[src/rtl/secded_pkg.sv]
package secded_pkg;
  localparam int DATA_W = 64;
  localparam int CHK_W  = 8;
  localparam int HALF_W = DATA_W / 2;
  localparam int POS_W  = $clog2(DATA_W);

  typedef enum logic [1:0] {
    FLT_NONE   = 2'd0,
    FLT_DATA   = 2'd1,
    FLT_CHECK  = 2'd2,
    FLT_UNCORR = 2'd3
  } fault_e;

  // Selection masks per check bit, index = check bit number
  localparam logic [HALF_W-1:0] HI_SEL [CHK_W] = '{
    32'hf00fe11e, 32'h00ff00ff, 32'h0f0f0f0f, 32'h11113333,
    32'h22224444, 32'h44448888, 32'h8888ffff, 32'hffff1111
  };
  localparam logic [HALF_W-1:0] LO_SEL [CHK_W] = '{
    32'hc33c0ff7, 32'h00fff0ff, 32'h0f0fff00, 32'h7777000f,
    32'h8888222f, 32'hffff4441, 32'h11118882, 32'h22221114
  };

  // Recompute the check byte of a word
  function automatic logic [CHK_W-1:0] calc_check(input logic [DATA_W-1:0] d);
    logic [CHK_W-1:0] r;
    for (int i = 0; i < CHK_W; i++)
      r[i] = (^(d[DATA_W-1:HALF_W] & HI_SEL[i])) ^ (^(d[HALF_W-1:0] & LO_SEL[i]));
    return r;
  endfunction

  // Syndrome produced by a fault on data bit b
  function automatic logic [CHK_W-1:0] data_column(input int b);
    logic [CHK_W-1:0] r;
    for (int i = 0; i < CHK_W; i++)
      r[i] = (b >= HALF_W) ? HI_SEL[i][b - HALF_W] : LO_SEL[i][b];
    return r;
  endfunction
endpackage

[src/rtl/secded_chk_gen.sv]
module secded_chk_gen
  import secded_pkg::*;
(
  input  logic [DATA_W-1:0] data,
  output logic [CHK_W-1:0]  check
);
  for (genvar g = 0; g < CHK_W; g++) begin : g_bit
    assign check[g] = (^(data[DATA_W-1:HALF_W] & HI_SEL[g])) ^
                      (^(data[HALF_W-1:0] & LO_SEL[g]));
  end
endmodule

[src/rtl/secded_col_match.sv]
module secded_col_match
  import secded_pkg::*;
(
  input  logic [CHK_W-1:0] syndrome,
  output logic             hit_any,
  output logic [POS_W-1:0] hit_pos
);
  logic [DATA_W-1:0] hit;

  for (genvar b = 0; b < DATA_W; b++) begin : g_col
    localparam logic [CHK_W-1:0] COL = data_column(b);
    assign hit[b] = (syndrome == COL);
  end

  // lowest matching index wins
  always_comb begin
    hit_pos = '0;
    for (int b = DATA_W - 1; b >= 0; b--)
      if (hit[b]) hit_pos = POS_W'(b);
  end

  assign hit_any = |hit;
endmodule

[src/rtl/secded_classify.sv]
module secded_classify
  import secded_pkg::*;
(
  input  logic [CHK_W-1:0] syndrome,
  input  logic             hit_any,
  input  logic [POS_W-1:0] hit_pos,
  output fault_e           status,
  output logic [POS_W-1:0] pos
);
  logic [POS_W-1:0] low_set;
  logic [$clog2(CHK_W+1)-1:0] weight;

  always_comb begin
    low_set = '0;
    for (int k = CHK_W - 1; k >= 0; k--)
      if (syndrome[k]) low_set = POS_W'(k);
  end

  always_comb begin
    weight = '0;
    for (int k = 0; k < CHK_W; k++)
      weight = weight + syndrome[k];
  end

  always_comb begin
    if (syndrome == '0) begin
      status = FLT_NONE;
      pos    = '0;
    end else if (hit_any) begin
      status = FLT_DATA;
      pos    = hit_pos;
    end else if (weight == 1) begin
      status = FLT_CHECK;
      pos    = low_set;
    end else begin
      status = FLT_UNCORR;
      pos    = '0;
    end
  end
endmodule

[src/rtl/secded_decoder.sv]
module secded_decoder
  import secded_pkg::*;
(
  input  logic              clk,
  input  logic              rst_n,
  input  logic              in_valid,
  input  logic [63:0]       in_data,
  input  logic [7:0]        in_check,
  output logic              out_valid,
  output logic [1:0]        out_status,
  output logic [5:0]        out_pos,
  output logic [63:0]       out_data,
  output logic [7:0]        out_check
);
  logic [CHK_W-1:0]  fresh_chk;
  logic [CHK_W-1:0]  syndrome;
  logic              col_hit;
  logic [POS_W-1:0]  col_pos;
  fault_e            fault;
  logic [POS_W-1:0]  fault_pos;
  logic [DATA_W-1:0] fix_data;
  logic [CHK_W-1:0]  fix_chk;

  secded_chk_gen u_gen (.data(in_data), .check(fresh_chk));

  assign syndrome = fresh_chk ^ in_check;

  secded_col_match u_match (
    .syndrome(syndrome), .hit_any(col_hit), .hit_pos(col_pos)
  );

  secded_classify u_cls (
    .syndrome(syndrome), .hit_any(col_hit), .hit_pos(col_pos),
    .status(fault), .pos(fault_pos)
  );

  always_comb begin
    fix_data = in_data;
    fix_chk  = in_check;
    if (fault == FLT_DATA)  fix_data[fault_pos] = ~in_data[fault_pos];
    if (fault == FLT_CHECK) fix_chk[fault_pos[2:0]] = ~in_check[fault_pos[2:0]];
  end

  always_ff @(posedge clk) begin
    if (!rst_n) begin
      out_valid  <= 1'b0;
      out_status <= '0;
      out_pos    <= '0;
      out_data   <= '0;
      out_check  <= '0;
    end else begin
      out_valid <= in_valid;
      if (in_valid) begin
        out_status <= fault;
        out_pos    <= fault_pos;
        out_data   <= fix_data;
        out_check  <= fix_chk;
      end
    end
  end

  a_r6_valid_follows: assert property (@(posedge clk) disable iff (!rst_n)
    in_valid |=> out_valid);
  a_r6_no_spurious: assert property (@(posedge clk) disable iff (!rst_n)
    !in_valid |=> !out_valid);
  a_r6_hold: assert property (@(posedge clk) disable iff (!rst_n)
    !in_valid |=> ($stable(out_data) && $stable(out_check) && $stable(out_status) && $stable(out_pos)));
  a_r2_clean_pass: assert property (@(posedge clk) disable iff (!rst_n)
    (out_valid && out_status == 2'd0) |->
      (out_data == $past(in_data) && out_check == $past(in_check) && out_pos == '0));
  a_r3_one_data_flip: assert property (@(posedge clk) disable iff (!rst_n)
    (out_valid && out_status == 2'd1) |->
      ($countones(out_data ^ $past(in_data)) == 1 && out_check == $past(in_check)));
  a_r4_one_check_flip: assert property (@(posedge clk) disable iff (!rst_n)
    (out_valid && out_status == 2'd2) |->
      ($countones(out_check ^ $past(in_check)) == 1 && out_data == $past(in_data)));
  a_r5_untouched: assert property (@(posedge clk) disable iff (!rst_n)
    (out_valid && out_status == 2'd3) |->
      (out_data == $past(in_data) && out_check == $past(in_check) && out_pos == '0));
  a_r1_repaired_consistent: assert property (@(posedge clk) disable iff (!rst_n)
    (out_valid && out_status != 2'd3) |-> (calc_check(out_data) == out_check));
endmodule

[config.mk]
export PLATFORM = sky130hd
export DESIGN_NAME = secded_decoder
export DESIGN_NICKNAME = d
export VERILOG_FILES = /design/src/rtl/secded_pkg.sv /design/src/rtl/secded_chk_gen.sv /design/src/rtl/secded_col_match.sv /design/src/rtl/secded_classify.sv /design/src/rtl/secded_decoder.sv
export SDC_FILE = /design/constraint.sdc
export NUM_CORES = 1
export LEC_CHECK = 0
export ABC_AREA = 1
export ABC_CLOCK_PERIOD_IN_PS = 9400
export CORE_UTILIZATION = 45
export CTS_CLUSTER_SIZE = 40
export DETAILED_ROUTE_END_ITERATION = 10
export DONT_BUFFER_PORTS = 1
export SYNTH_ARGS = -nofsm -noshare
export SYNTH_HDL_FRONTEND = slang
export SYNTH_SLANG_ARGS = --single-unit
[constraint.sdc]
create_clock -name clk -period 9.4 [get_ports clk]
set_clock_uncertainty 0.2 [all_clocks]
set_input_delay 0.47 -clock clk [delete_from_list [all_inputs] [get_ports clk]]
set_output_delay 0.47 -clock clk [all_outputs]
set_load 0.01 [all_outputs]
==> summary.md <==
| Metric | Value |
|---|---|
| Status | `completed` |
| RSZ-0062 raised after global routing | `false` |
| DRT iter0 DRCs | `881` |
| CP max stage delay | `0.52 ns` |
| Synth warnings | `0` |
| Pins Over Slew Limit | `0` |
| Post-synthesis async set-or-reset flop share | `0` |
| Initial antenna violation count | `2` |
| Final Hold Vio Count | `0` |
| Die area | `20,160 um2` |
| PortBufs | `0` |
| Clk_lat worst skew | `0.34 ns` |
| Synth Flop Type | `dfxtp_1` |
| Tot GR Track Use | `0.3350` |
| Cells after Synth | `1,636` |
| Initial core utilization | `0.4651` |
| H-tree levels | `3` |
| CP max FO | `31` |
| Detail Route Antenna Nets | `0` |
| Max_cap viols | `0` |
| Synthesized area | `8817 um2` |
| Fill cells | `2,118` |
| Cells after DPL | `1,836` |
| Highest metal used | `met4` |
| Worst Setup End Kind | `flip-flop` |
| Pin count of the biggest net entering global routing | `99` |
| Post-place instance area | `8880 um2` |
| Site Rows | `50` |
| Slew HR | `0.2991` |
| Worst Hold Class | `input pin to flip-flop` |
| Clock sink total | `81` |
| Vias per std cell | `5.408` |
| Clock slew at reported path FFs | `0.06 ns` |
| Crit-path slowest cell | `fa_1` |
| Count of state elements after synthesis | `81` |
| Post-CTS Setup Bufs | `0` |
| CP Data Arrival Time | `7.96 ns` |
| Number of synthesized flops with an enable pin | `0` |
| CTS buffer count | `9` |
| Core ar. | `18,960 um2` |
| Layout cell share with drive strength beyond 1 | `0.07286` |
| Hold Slack | `0.03691 ns` |
| DIE HEIGHT | `142.0 um` |
| Clock Tree Buf Depth | `2` |
| # IOs | `156` |
| Syn_area_per_cell | `5.389 um2` |
| Residual DRC count | `0` |
| Met1 wire length | `14.80 mm` |
| Detailed Place HPWL | `27.33 mm` |
| Crit-path most repeated cell | `xor2_1` |
| Worst slew pin tran | `1.051 ns` |
| Met2 WL post-DR | `14.93 mm` |
| First-pass GRT wire length | `50.88 mm` |
| Seq/Total Area, Yosys | `0.1839` |
| Fin crit period | `7.963 ns` |
| Required @ worst endpoint | `9.40 ns` |
| Via count | `10,020` |
| Hold-fix buffers, CTS | `0` |
| Nets@finish | `1,672` |
| Clk root buf | `clkbuf_16` |
| Fin crit share | `0.8471` |
| CTS tree | `yes` |
| Fmax | `125.6 MHz` |
| Startpoint Class | `input pin` |
| PostCTS Resize Cnt | `0` |
| Final Wtd Congestion | `0.9686` |
| 1st-pass router iterations | `5` |
| Met3 wire length | `3.577 mm` |
| Synth cell types | `46` |
| Pwr/cell area | `368.1 nW/um2` |
| Final Worst Setup Slack | `1.437 ns` |
| Setup-failing EPs final | `0` |
| Final core utilization | `0.4844` |
| Worst slack, placed | `1.180 ns` |
| Post-route cell area | `9181 um2` |
| Width of the die | `142.0 um` |
| Leakage | `4.529 nW` |
| Post-layout instance count excluding filler cells | `1,853` |
| Synth-to-Final Area Change | `4.129%` |
| Wirelength per Cell | `18.35 um` |
| Crit path kind | `input pin to flip-flop` |
| Vias in the first global route | `9,029` |
| Peak VDD IR | `0.0003322 V` |
| Fin Setup TNS | `0 ns` |
| WL final | `34.01 mm` |
| Post-Syn Nets | `1,721` |
| Remaining global-route overflow | `0` |
| Overall Power | `3.380 mW` |
==> sequential cells by signal, summed over array words and instances (netlist names) <==
signal,flops
out_check,8
out_status,2
out_pos,6
out_valid,1
out_data,64
==> cells in the final DEF, fill, tap and decap left out, types with 4 or more instances in the layout <==
cell / netlist / routed
nor2_1: 192 / 192
nand3_2: 5 / 5
inv_2: 67 / 66
nand3b_1: 8 / 8
xor2_1: 38 / 38
xnor2_1: 30 / 30
nand2_2: 10 / 10
dfxtp_1: 81 / 81
nand2_1: 585 / 585
nand3_1: 143 / 143
ha_1: 6 / 6
nand4_1: 42 / 42
o211ai_1: 6 / 6
nor3_1: 9 / 9
o21a_1: 28 / 28
a21oi_1: 112 / 112
buf_4: 8 / 6
o21ai_0: 20 / 20
clkbuf_16: 0 / 9
inv_1: 152 / 152
nor2_4: 4 / 4
fa_1: 4 / 4
==> logic make-up after synthesis <==
family | count (synthesis) | share of synthesized area
buffers and inverters | 291 | 0.1330
AND/OR/NAND/NOR | 1009 | 0.4836
XOR/XNOR | 69 | 0.06939
AO/OA/AOI/OAI | 176 | 0.1125
adder cells (fa/ha/maj) | 10 | 0.01760
flip-flops | 81 | 0.1839
==> synth_stat cells (all sizes together) (6+ instances only) <==
cell type / number / area share
nand2: 596 / 0.26
inv: 219 / 0.093
nor2: 198 / 0.090
nand3: 148 / 0.087
a21oi: 112 / 0.064
dfxtp: 81 / 0.18
nand4: 42 / 0.030
xor2: 38 / 0.038
buf: 37 / 0.024
xnor2: 31 / 0.032
clkbuf: 30 / 0.013
o21a: 28 / 0.024
o21ai: 21 / 0.012
nor3: 12 / 0.0092
nand3b: 8 / 0.0068
ha: 6 / 0.0085
o211ai: 6 / 0.0051
==> worst max-delay path: cells and delay by family <==
kind,cells,cell delay (ns)
simple gates,13,2.90
compound gates,1,0.07
buf+inv,4,0.61
fa+ha+maj,5,2.19
xor+xnor,7,1.71
==> power by group <==
group | internal (mW) | total, mW | leakage, nW | switching (mW)
combinational | 0.693 | 2.60 | 3.73 | 1.91
clock | 0.214 | 0.364 | 0.135 | 0.151
sequential | 0.378 | 0.416 | 0.668 | 0.0382
==> path summary, 6_finish.rpt <==
kind         depth (start not counted)  slack (ns)         start      endpoint
min                                  2        0.04         rst_n     out_valid
min reg2reg                          2        0.31  out_data[56]  out_data[56]
max                                 30        1.44    in_data[0]  out_data[49]
max reg2reg                          2        8.10    out_pos[0]    out_pos[0]
==> cell type report <==
| class | count | area, um2 | area share |
|---|---|---|---|
| diodes | 1 | 2.502 | 0.0002726 |
| clock buffers | 12 | 246.5 | 0.02685 |
| clock inverters | 4 | 52.55 | 0.005724 |
| inverters | 224 | 844.6 | 0.09199 |
| multi-input cells | 1264 | 6023 | 0.6560 |
| flip-flops and latches | 81 | 1622 | 0.1766 |
| well taps | 260 | 325.3 | 0.03543 |
| repair buffers | 7 | 65.06 | 0.007086 |
==> per-layer routing <==
layer | GRT usage | vias up
met4 | 0.09225 | 0
met2 | 0.5312 | 444
met5 | 0 | -
met3 | 0.08109 | 42
li1 | - | 5027
met1 | 0.4511 | 4508
Power figures use the tool's default switching activity.
